===== config.mk =====
export PLATFORM = sky130hd
export DESIGN_NAME = irqg_top
export DESIGN_NICKNAME = d
export VERILOG_FILES = /design/src/rtl/irqg_pkg.sv /design/src/rtl/irqg_pack.sv /design/src/rtl/irqg_bitreg.sv /design/src/rtl/irqg_eoi.sv /design/src/rtl/irqg_top.sv
export SDC_FILE = /design/constraint.sdc
export NUM_CORES = 1
export LEC_CHECK = 0
export ABC_AREA = 1
export BUFFER_PORTS_ARGS = -buffer_cell sky130_fd_sc_hd__buf_2
export CAP_MARGIN = 20
export CORE_MARGIN = 3
export CORE_UTILIZATION = 30
export CTS_CLUSTER_DIAMETER = 50
export DETAILED_ROUTE_END_ITERATION = 7
export SYNTH_ARGS = -nofsm -noshare
export SYNTH_HDL_FRONTEND = slang
export SYNTH_SLANG_ARGS = --single-unit

===== constraint.sdc =====
create_clock -name clk -period 1.85 [get_ports clk]
set_input_delay 0.2775 -clock clk [delete_from_list [all_inputs] [get_ports clk]]
set_output_delay 0.2775 -clock clk [all_outputs]
set_load 0.1 [all_outputs]

===== src/rtl/irqg_pkg.sv =====
// Shared constants for the interrupt aggregation wrapper.
// Assumes a 32-bit data path and byte offsets that fit in 8 bits.
package irqg_pkg;
    localparam int unsigned ADDR_W = 8;
    localparam int unsigned DATA_W = 32;

    // Register offsets; software depends on these values.
    localparam logic [ADDR_W-1:0] OFF_PEND      = 8'h20;
    localparam logic [ADDR_W-1:0] OFF_PEND_SET  = 8'h24;
    localparam logic [ADDR_W-1:0] OFF_PEND_CLR  = 8'h28;
    localparam logic [ADDR_W-1:0] OFF_ENA       = 8'h2C;
    localparam logic [ADDR_W-1:0] OFF_ENA_SET   = 8'h30;
    localparam logic [ADDR_W-1:0] OFF_ENA_CLR   = 8'h34;
    localparam logic [ADDR_W-1:0] OFF_ACTIVE    = 8'h38;
    localparam logic [ADDR_W-1:0] OFF_EOI       = 8'h3C;

    // Field anchors: receive field is shifted by 8 with no endpoint-0 bit,
    // core field (plus bus-power event on top) starts at 16.
    localparam int unsigned RX_SHIFT   = 8;
    localparam int unsigned CORE_SHIFT = 16;

    // Contiguous mask of n ones starting at bit lsb.
    function automatic logic [DATA_W-1:0] field_mask(input int unsigned lsb,
                                                     input int unsigned n);
        logic [DATA_W-1:0] m;
        m = '0;
        for (int unsigned b = 0; b < DATA_W; b++) begin
            if (b >= lsb && b < lsb + n) m[b] = 1'b1;
        end
        return m;
    endfunction
endpackage


===== src/rtl/irqg_pack.sv =====
// Packs the event pulse inputs into the 32-bit pending-register layout.
// Assumes the field widths fit below their neighbours' anchors.
module irqg_pack #(
    parameter int unsigned TX_N   = 5,
    parameter int unsigned RX_N   = 4,
    parameter int unsigned CORE_N = 8
) (
    input  logic [TX_N-1:0]               tx_evt,
    input  logic [RX_N-1:0]               rx_evt,
    input  logic [CORE_N-1:0]             core_evt,
    input  logic                          vbus_evt,
    output logic [irqg_pkg::DATA_W-1:0]   vec
);
    import irqg_pkg::*;
    localparam int unsigned RX_LSB   = RX_SHIFT + 1;
    localparam int unsigned CORE_LSB = CORE_SHIFT;
    localparam int unsigned VBUS_BIT = CORE_LSB + CORE_N;

    // Place every event line at its fixed bit position.
    always_comb begin
        vec = '0;
        vec[0 +: TX_N]          = tx_evt;
        vec[RX_LSB +: RX_N]     = rx_evt;
        vec[CORE_LSB +: CORE_N] = core_evt;
        vec[VBUS_BIT]           = vbus_evt;
    end
endmodule


===== src/rtl/irqg_bitreg.sv =====
// Per-bit set/clear register. Hardware set has priority over a software
// clear in the same cycle. Bits outside VALID are built as constant zero.
// Assumes set and clear vectors are single-cycle strobes.
module irqg_bitreg #(
    parameter int unsigned W = 32,
    parameter logic [W-1:0] VALID = '1
) (
    input  logic         clk,
    input  logic         rst_n,
    input  logic [W-1:0] hw_set,
    input  logic [W-1:0] sw_set,
    input  logic [W-1:0] sw_clr,
    output logic [W-1:0] q
);
    for (genvar i = 0; i < W; i++) begin : g_bit
        if (VALID[i]) begin : g_live
            logic b_q;
            // Latch: hardware event wins, then software set/clear.
            always_ff @(posedge clk) begin
                if (!rst_n) b_q <= 1'b0;
                else        b_q <= hw_set[i] | ((b_q | sw_set[i]) & ~sw_clr[i]);
            end
            assign q[i] = b_q;
        end else begin : g_dead
            assign q[i] = 1'b0;
        end
    end

    // with no clear, no set bit is lost.
    a_r3_bits_hold: assert property (@(posedge clk) disable iff (!rst_n)
        (sw_clr == '0) |=> ((q & $past(q)) == $past(q)));

    // a hardware-set valid bit is set next cycle regardless of clear.
    a_r6_hw_wins: assert property (@(posedge clk) disable iff (!rst_n)
        1'b1 |=> ((q & $past(hw_set & VALID)) == $past(hw_set & VALID)));
endmodule


===== src/rtl/irqg_eoi.sv =====
// One-shot request line: rises when enabled work is pending, holds until
// an end-of-interrupt strobe, then re-evaluates one cycle later.
// Assumes eoi is a single-cycle write strobe.
module irqg_eoi (
    input  logic clk,
    input  logic rst_n,
    input  logic pending,
    input  logic eoi,
    output logic irq
);
    logic irq_q;

    // Hold once raised; the EOI strobe is the only way down.
    always_ff @(posedge clk) begin
        if (!rst_n)   irq_q <= 1'b0;
        else if (eoi) irq_q <= 1'b0;
        else          irq_q <= irq_q | pending;
    end
    assign irq = irq_q;

    // line stays high until EOI.
    a_r9_hold: assert property (@(posedge clk) disable iff (!rst_n)
        (irq && !eoi) |=> irq);
    // pending work raises an idle line one cycle later.
    a_r9_rise: assert property (@(posedge clk) disable iff (!rst_n)
        (!irq && pending && !eoi) |=> irq);
    // EOI always drops the line in the next cycle.
    a_r10_drop: assert property (@(posedge clk) disable iff (!rst_n)
        eoi |=> !irq);
endmodule


===== src/rtl/irqg_top.sv =====
// Interrupt aggregation wrapper: packs event pulses into a pending
// register, applies an enable register, and drives a one-shot request
// re-armed by an end-of-interrupt write. Read data is combinational.
// Assumes wr_en_i and rd_en_i are never high for more than the intended cycle.
module irqg_top #(
    parameter int unsigned TX_N   = 5,
    parameter int unsigned RX_N   = 4,
    parameter int unsigned CORE_N = 8
) (
    input  logic                        clk,
    input  logic                        rst_n,
    input  logic                        wr_en_i,
    input  logic                        rd_en_i,
    input  logic [irqg_pkg::ADDR_W-1:0] addr_i,
    input  logic [irqg_pkg::DATA_W-1:0] wdata_i,
    output logic [irqg_pkg::DATA_W-1:0] rdata_o,
    input  logic [TX_N-1:0]             tx_evt_i,
    input  logic [RX_N-1:0]             rx_evt_i,
    input  logic [CORE_N-1:0]           core_evt_i,
    input  logic                        vbus_evt_i,
    output logic                        irq_o
);
    import irqg_pkg::*;

    localparam logic [DATA_W-1:0] VALID =
        field_mask(0, TX_N) |
        field_mask(RX_SHIFT + 1, RX_N) |
        field_mask(CORE_SHIFT, CORE_N + 1);

    logic [DATA_W-1:0] evt_vec;
    logic [DATA_W-1:0] pend_q, ena_q, active;
    logic [DATA_W-1:0] pend_set, pend_clr, ena_set, ena_clr;
    logic              eoi_wr;

    irqg_pack #(.TX_N(TX_N), .RX_N(RX_N), .CORE_N(CORE_N)) u_pack (
        .tx_evt(tx_evt_i), .rx_evt(rx_evt_i), .core_evt(core_evt_i),
        .vbus_evt(vbus_evt_i), .vec(evt_vec)
    );

    // Decode write strobes into per-register set/clear vectors.
    always_comb begin
        pend_set = (wr_en_i && addr_i == OFF_PEND_SET) ? wdata_i : '0;
        pend_clr = (wr_en_i && addr_i == OFF_PEND_CLR) ? wdata_i : '0;
        ena_set  = (wr_en_i && addr_i == OFF_ENA_SET)  ? wdata_i : '0;
        ena_clr  = (wr_en_i && addr_i == OFF_ENA_CLR)  ? wdata_i : '0;
        eoi_wr   = wr_en_i && addr_i == OFF_EOI;
    end

    irqg_bitreg #(.W(DATA_W), .VALID(VALID)) u_pend (
        .clk(clk), .rst_n(rst_n), .hw_set(evt_vec),
        .sw_set(pend_set), .sw_clr(pend_clr), .q(pend_q)
    );

    irqg_bitreg #(.W(DATA_W), .VALID(VALID)) u_ena (
        .clk(clk), .rst_n(rst_n), .hw_set('0),
        .sw_set(ena_set), .sw_clr(ena_clr), .q(ena_q)
    );

    assign active = pend_q & ena_q;

    irqg_eoi u_eoi (
        .clk(clk), .rst_n(rst_n), .pending(|active),
        .eoi(eoi_wr), .irq(irq_o)
    );

    // Read mux: only the three readable offsets return data.
    always_comb begin
        rdata_o = '0;
        if (rd_en_i) begin
            case (addr_i)
                OFF_PEND:   rdata_o = pend_q;
                OFF_ENA:    rdata_o = ena_q;
                OFF_ACTIVE: rdata_o = active;
                default:    rdata_o = '0;
            endcase
        end
    end

    // the enable register moves only on its set/clear aliases.
    a_r7_ena_stable: assert property (@(posedge clk) disable iff (!rst_n)
        (ena_set == '0 && ena_clr == '0) |=> $stable(ena_q));
endmodule


After elaboration in Yosys (flattened, before gate mapping)
Index checks and enable logic that the tools add are counted.
{ "totals": {"wordCells": 187, "output_inout_bits": 33, "ff_bits": 37} }
{ "classes": {"n_eq_ne": 8, "n_mux": 6, "n_bitwise": 129, "n_reduce_logical": 7} }
{ "ops": {"columns": ["operator", "n"], "rows": [
  ["$mux 25", 5],
  ["$pmux 25 s3", 1],
  ["$eq 8x6->1 const B", 8],
  ["$or 1x1->1", 55],
  ["$not 1->1", 37],
  ["$and 1x1->1", 36],
  ["$reduce_or 32->1", 1],
  ["$and 25x25->25", 1],
  ["$logic_and 1x1->1", 5],
  ["$reduce_or 2->1", 1]
]} }

Logic depth before layout (Yosys ltp)
Gate-level depths: netlist of the first run.
{ "depth": {"ltp_word": 6, "mapped_depth": 9, "ltp_nobuf": 9} }

Modules after synthesis
Synthesis of the first run repeated with hierarchy kept, for this count alone.
{ "unflattened": {"cells_unflattened": 791, "hier_area_um2": 4389.2} }
{ "modules_own_cells": {"columns": ["module", "cells_each", "instances", "area_per_inst_um2"], "rows": [
  ["irqg_top", 503, 1, 2165.8],
  ["irqg_bitreg", 125, 2, 972.2],
  ["irqg_pack", 33, 1, 244.0],
  ["irqg_eoi", 5, 1, 35.0]
]} }

Worst setup path before layout of the first run
No wires, ideal clock.
{ "synth_timing": {"kind": "in2out", "start": "in addr_i[7] in the netlist's numbering", "end": "out rdata_o[19] in the netlist's numbering", "slack_ns": -0.925, "stages": 8, "arrival_time_ns": 2.497, "cell_sequence": "nor2_4 -> nand3_2 -> nor2_2 -> buf_4 -> nand2_1 -> nand2_1 -> nand2_1 -> a21oi_1"} }
{ "synth_between": {"elab_chain_cells": 3, "word_cells_on_any_way": 5, "cone_classes": "eq/ne: 3; mux: 2"} }
{ "synth_lines": {"columns": ["element", "line", "source"], "rows": [
  ["start, declared", "irqg_top.sv:14", "input logic [irqg_pkg::ADDR_W-1:0] addr_i,"],
  ["$eq 8x6->1", "irqg_top.sv:70", "case (addr_i)"],
  ["$pmux 25 s3 (*)", "irqg_top.sv:70", null],
  ["$mux 25 (*)", "irqg_top.sv:69", "if (rd_en_i) begin"],
  ["end, declared", "irqg_top.sv:16", "output logic [irqg_pkg::DATA_W-1:0] rdata_o,"]
]} }
Mark *: on every way between the ends. The rest lies on a longest branch, timed or not.

Worst setup path in the final report of the first run
{ "layout_timing": {"start": "in addr_i[1] in the netlist's numbering", "end": "out rdata_o[2] in the netlist's numbering"} }
The elaborated chain is that of the path after synthesis.

==> results of run 1 <==
-- registers in the layout, indices dropped and copies added (netlist names) --
signal,cells
u_ena.g_bit.g_live.b_q,18
u_eoi.irq,1
u_pend.g_bit.g_live.b_q,18
-- placed cells by master, fill, tap and decap left out, drive strengths merged, types with 2 or more instances in the layout --
cell type,count
inv,46
o21ai,9
clkbuf,8
clkinv,2
nand3,25
nand2,165
nor2,53
conb,14
nand4,2
a21oi,49
dfxtp,37
buf,90
-- power groups by stage --
stage	sequential, mW	combinational, mW	clock, mW
global route	0.851	0.389	0.610
CTS	0.846	0.350	0.575
detailed placement	0.865	0.337	0
floorplan	0.861	0.252	0
global placement	0.864	0.331	0
finish	0.847	0.358	0.554
-- critical path, cell delays in order --
cell and delay [ns]:
buf_6 0.10, nor2_4 0.16, nand3_4 0.10, nor2_4 0.15, inv_2 0.07, nand3_4 0.20, nand2_4 0.14, a21oi_4 0.18
buf_12 0.19
-- cells by family (layout without fill, tap and decap cells) --
kind of cell | count (synthesis) | count (layout) | share of synthesized area (%)
flip-flops | 37 | 37 | 28.9
buffers and inverters | 72 | 146 | 14.2
AO/OA/AOI/OAI | 59 | 59 | 12.5
AND/OR/NAND/NOR | 244 | 247 | 44.3
other | 1 | 14 | 0.146
-- layer usage --
layer	global-route usage (%)	vias up	wire [um]
li1	-	1434	-
met1	20.1	1246	3420
met2	29.0	92	3930
met3	3.40	9	578
met4	6.09	0	102
met5	0	-	0
-- final cells by class --
cell class	instances	area [sq um]	share of cell area (%)
Clock buffer	8	80.1	2.16
Inverter	48	183	4.93
Multi-Input combinational cell	320	1730	46.6
Sequential cell	37	741	20.0
Tap cell	105	131	3.54
Timing Repair Buffer	90	846	22.8
-- stage by stage --
stage / hold slack, ns / area (sq um) / TNS (ns) / worst slack [ns]
after floorplan: 0.411 / 2740 / -0.922 / -0.138
after global placement: 0.455 / 3460 / -0.974 / -0.0789
after detailed placement: 0.462 / 3460 / -1.37 / -0.106
after CTS: 0.214 / 3600 / -0.00328 / -0.00257
after global routing: 0.210 / 3710 / -0.487 / -0.0531
final: 0.219 / 3710 / -0.00239 / -0.00120
-- how the worst min path moves through the flow --
stage,startpoint,endpoint,slack (ns),depth (start not counted)
after floorplan,tx_evt_i[0],u_pend.g_bit[0].g_live.b_q$_SDFF_PN0_,0.41,2
after global placement,u_ena.g_bit[11].g_live.b_q$_SDFF_PN0_,u_ena.g_bit[11].g_live.b_q$_SDFF_PN0_,0.45,2
after detailed placement,u_ena.g_bit[11].g_live.b_q$_SDFF_PN0_,u_ena.g_bit[11].g_live.b_q$_SDFF_PN0_,0.46,2
after CTS,tx_evt_i[2],u_pend.g_bit[2].g_live.b_q$_SDFF_PN0_,0.21,3
after global routing,tx_evt_i[2],u_pend.g_bit[2].g_live.b_q$_SDFF_PN0_,0.21,3
final,tx_evt_i[2],u_pend.g_bit[2].g_live.b_q$_SDFF_PN0_,0.22,3
-- what timing repair did --
action / 4_1_cts / 5_1_grt
setup endpoints to repair: 18 / 18
hold buffers: 0 / 0
cloned: 1 / 3
pin swaps: 5 / 7
setup buffers: 2 / 1
gates resized for setup: 9 / 23
==> flow_metrics.py, run 1 <==
metrics = {
    "outcome": {
        "status": "finished with violations",
        "violations": "setup timing",
    },
    "clock_tree": {
        "htreeDepth": 2,
        "cts_tree": "yes",
        "clkSinkCount": 37,
        "clkTransAtPathRegs_ns": 0.07,
        "clock_latency_ns": 0.29,
        "cts_buffers": 5,
        "cts_root_buffer": "clkbuf_8",
        "clk_path_buf_depth": 2,
    },
    "route": {
        "via_per_inst": 4.57,
        "postRouteAntennaNets": 0,
        "drc_errors": 0,
        "drtIter0Drc": 121,
        "firstDrtPassIters": 4,
        "finalWirelength_um": 8040,
        "via_count": 2781,
        "routedWlPerCell_um": 13.2,
    },
    "logic_synthesis": {
        "avgSynthCellArea_sq_um": 6.21,
        "synth.top_cell.area_share_pct": 28.9,
        "syn_inst": 413,
        "yosysUniqueCellTypes": 28,
        "mappedNetlistArea_sq_mm": 0.00257,
        "synth_seq_cells": 37,
        "seq_area_frac_synth_pct": 28.9,
        "synth_edf_count": 0,
        "synth_commonest_cells": "nand2_1, a21oi_1, inv_1",
        "yosysMostFrequentCell": "nand2_1",
        "synth_top_cell_by_area": "dfxtp_1",
        "synth_warnings": 0,
        "ys_async_sr_fraction_pct": 0,
        "yosys-top-cells-area": "dfxtp_1, nand2_1, a21oi_1",
        "synth-main-ff-cell": "dfxtp_1",
    },
    "floorplanning": {
        "fp.dieH_um": 98.5,
        "design.die.area_sq_mm": 0.00970,
        "ios": 95,
        "core_sq_mm": 0.00826,
        "start_util_pct": 31.1,
        "die_w_um": 98.5,
        "rows": 33,
    },
    "run": {
        "drv_cap": 0,
    },
    "worst_setup_path": {
        "critPathMaxFanout": 4,
        "r2r_start": "u_ena.g_bit[16].g_live.b_q$_SDFF_PN0_",
        "reg2reg_slack_ns": 0.82,
        "reg2regPathDepth": 5,
        "endpoint": "rdata_o[2]",
        "cp-end-kind": "primary output",
        "critPathLaunch": "addr_i[1]",
        "cp.required_ns": 1.57,
        "worstReg2RegEnd": "u_eoi.irq$_SDFF_PP0_",
        "worst-setup-path-type": "in -> out",
        "worstSetupStartpointType": "input pin",
        "crit_arrival_ns": 1.57,
    },
    "final_layout": {
        "nNetsFinal": 564,
        "utilization_pct": 44.9,
        "area_growth_pct": 44.5,
        "n_antenna_cell": 0,
        "layout-drive-gt1-share_pct": 29.2,
        "final_cells": 608,
        "fillers": 839,
    },
    "pwr": {
        "switchingPower_uw": 569,
        "combPwrFrac_pct": 20.3,
        "powerDensity_mw_per_mm2": 474,
        "power.internal_mw": 1.19,
        "switching_share_pct": 32.4,
        "clkPwrFrac_pct": 31.5,
        "p_leak_nw": 1.67,
        "fin_total_pwr_mw": 1.76,
        "power_frac_seq_pct": 48.2,
        "ir_worst_vdd_v": 0.000278,
    },
    "sta": {
        "rsz0062_at_grt": "true",
        "finalHoldViolations": 0,
        "fin_ws_ns": -0.00120,
        "period_needed_ns": 1.85,
        "setup_viol": 2,
        "fin_worst_skew_ns": 0.00316,
        "slew_viol_final": 0,
        "fin_crit_sh_pct": 100,
        "timing.fmax_ghz": 0.540,
    },
    "global_route": {
        "grt_overflow": 0,
        "antenna_found_initial": 0,
        "grt_pass1_vias": 2778,
        "grt_pass1_wl_um": 12900,
        "grt_max_degree": 20,
        "track_usage_pct": 16.6,
    },
    "place": {
        "placedCellCount": 593,
        "place.gp.congestion": 0.803,
        "hpwlAfterDp_um": 5610,
        "numPortBuffers": 66,
    },
    "worst_hold_path": {
        "hold_class": "in -> reg",
    },
}
(Power assumes the default switching activity.)
==> inputs of run 2 (changes only) <==
--- a/config.mk
+++ b/config.mk
@@ -9,6 +9,7 @@
 export BUFFER_PORTS_ARGS = -buffer_cell sky130_fd_sc_hd__buf_2
 export CAP_MARGIN = 20
-export CORE_MARGIN = 3
+export CORE_MARGIN = 1
 export CORE_UTILIZATION = 30
+export CTS_BUF_LIST = sky130_fd_sc_hd__clkbuf_4
 export CTS_CLUSTER_DIAMETER = 50
 export DETAILED_ROUTE_END_ITERATION = 7
==> constraint.sdc (replaced) <==
create_clock -name clk -period 1.85 [get_ports clk]
set_input_delay 0.37 -clock clk [delete_from_list [all_inputs] [get_ports clk]]
set_output_delay 0.37 -clock clk [all_outputs]
set_load 0.1 [all_outputs]
==> run 2 against run 1 <==
Against the previous run: via count rose by 1.3%; hold slack improved by 0.030 ns; final area rose by 0.57%; highest routed layer unchanged; the run still ends with setup timing left; combinational power rose by 2%; count of clock-buffer cells in the layout fell by 2; routed wire length fell by 2.5%; critical path type unchanged; largest cell class unchanged.
==> flow_metrics.py, run 2 (synthesis results as in run 1) <==
metrics = {
    "sta": {
        "fin_ws_ns": -0.169,
        "rsz0062_at_grt": "true",
        "fin_worst_skew_ns": 0.00342,
        "finalHoldViolations": 0,
        "slew_viol_final": 0,
        "slew-limit-headroom_pct": 58.4,
        "timing.fmax_ghz": 0.495,
        "period_needed_ns": 2.02,
        "fin_crit_sh_pct": 109,
        "worst_slew_pin_slew_ns": 0.620,
        "setup_viol": 18,
    },
    "place": {
        "place.gp.congestion": 0.769,
        "post-place-ws_ns": -0.279,
        "numPortBuffers": 66,
        "hpwlAfterDp_um": 5440,
    },
    "final_layout": {
        "seq_area_sq_um": 741,
        "fillers": 840,
        "layout-drive-gt1-share_pct": 30.1,
        "final_common_cell": "nand2_1",
        "multi_input_area_sq_mm": 0.00175,
        "final_cell_mix": "nand2_1, inv_1, buf_2",
        "nNetsFinal": 563,
        "area_growth_pct": 45.3,
        "n_antenna_cell": 0,
    },
    "route": {
        "dr_wl_met2_um": 3880,
        "wl_met1_um": 3400,
        "drtIter0Drc": 114,
        "finalWirelength_um": 7830,
        "route.met3.wl_um": 466,
        "top_layer": "met4",
        "via_per_inst": 4.65,
        "firstDrtPassIters": 5,
        "postRouteAntennaNets": 0,
        "drc_errors": 0,
        "via_count": 2818,
        "routedWlPerCell_um": 12.9,
    },
    "worst_setup_path": {
        "cp-end-kind": "primary output",
        "timing.critical_path.buf_inv": 4,
        "worstSetupStartpointType": "input pin",
        "path_cells": "buf_6 -> nor2_4 -> buf_12 -> nand2_8 -> nor2_8 -> inv_4 -> nand3_4 -> nand2_8 -> a21oi_4 -> buf_12",
        "slowest_delay_ns": 0.19,
        "cp.required_ns": 1.48,
        "critPathMaxFanout": 5,
        "worst-setup-path-type": "in -> out",
        "critical-path-slowest-cell": "a21oi_4",
        "crit_family": "simple AND/OR/NAND/NOR gates",
        "crit_arrival_ns": 1.65,
    },
    "worst_hold_path": {
        "hold_class": "in -> reg",
    },
    "clock_tree": {
        "cts_buffers": 5,
        "clkTransAtPathRegs_ns": 0.11,
        "clk_path_buf_depth": 2,
        "clkSinkCount": 37,
        "cts_root_buffer": "clkbuf_4",
        "cts_hold_buffers": 0,
        "cts_tree": "yes",
        "clock_latency_ns": 0.34,
        "htreeDepth": 2,
    },
    "floorplanning": {
        "core_sq_mm": 0.00826,
        "design.die.area_sq_mm": 0.00893,
        "die_w_um": 94.5,
        "ios": 95,
        "fp.dieH_um": 94.5,
        "start_util_pct": 31.1,
        "rows": 33,
    },
    "global_route": {
        "antenna_found_initial": 0,
        "grt_max_degree": 20,
        "grt_pass1_vias": 2595,
        "grt_pass1_wl_um": 12600,
        "track_usage_pct": 18.3,
        "grt_overflow": 0,
    },
    "pwr": {
        "p_leak_nw": 1.66,
        "powerDensity_mw_per_mm2": 438,
        "fin_total_pwr_mw": 1.63,
        "ir_worst_vdd_v": 0.000310,
    },
    "outcome": {
        "status": "finished with violations",
        "violations": "setup timing",
    },
    "run": {
        "drv_cap": 0,
    },
}
[run 2: cell count changes in the layout (fill, tap and decap cells not counted), sizes merged]
| cell | before | now |
|---|---|---|
| clkinv | 2 | 3 |
| buf | 90 | 89 |
| clkbuf | 8 | 6 |
[run 2: final timing paths]
check                                                           start                                     to  slack (ns)  cells past startpoint
worst max-delay path                                        addr_i[6]                            rdata_o[19]       -0.17                     10
worst min-delay path                                      tx_evt_i[3]  u_pend.g_bit[3].g_live.b_q$_SDFF_PN0_        0.25                      3
worst max register to register  u_ena.g_bit[22].g_live.b_q$_SDFF_PN0_                   u_eoi.irq$_SDFF_PP0_        0.83                      5
worst min register to register  u_ena.g_bit[11].g_live.b_q$_SDFF_PN0_  u_ena.g_bit[11].g_live.b_q$_SDFF_PN0_        0.48                      2
[run 2: metal layers]
metal	track usage, %	vias to the layer above
met5	0	-
met4	4.67	0
met3	3.78	8
met2	32.1	92
met1	22.6	1279
li1	-	1439
[run 2: cell type report]
type	instances	share of cell area, %
clock buffers	6	1.21
clock inverters	1	0.101
inverters	48	4.90
multi-input cells	320	46.8
flip-flops and latches	37	19.9
well taps	105	3.52
repair buffers	89	23.6
[run 2: worst register-to-register path: stages (launching register included)]
cell	delay, ns
dfxtp_1	0.35
nand2_1	0.11
nand2_1	0.08
a21oi_1	0.13
nand3b_1	0.08
o21a_1	0.17
[run 2: timing repair]
item / 4_1_cts / 5_1_grt
pin swaps: 7 / 9
gates cloned: 3 / 0
resized for setup: 19 / 19
buffers inserted: 2 / 2
setup endpoints to repair: 18 / 18
[run 2: power breakdown]
| part | leakage, nW | switching [mW] | internal, mW |
|---|---|---|---|
| clock network | 0.0292 | 0.267 | 0.153 |
| registers | 0.304 | 0.0228 | 0.825 |
| logic | 1.32 | 0.264 | 0.101 |
| total | 1.66 | 0.554 | 1.08 |
[run 2: per-stage QoR]
step / std cells / util (%) / area (sq um) / hold slack [ns] / TNS (ns)
3_5_place_dp: 592 / 42.2 / 3480 / 0.464 / -4.50
3_3_place_gp: 592 / 42.2 / 3480 / 0.451 / -4.26
4_1_cts: 604 / 44.2 / 3650 / 0.240 / -2.53
5_1_grt: 606 / 45.2 / 3730 / 0.240 / -3.40
2_1_floorplan: 426 / - / 2740 / 0.440 / -4.25
6_report: 606 / 45.2 / 3730 / 0.249 / -2.53
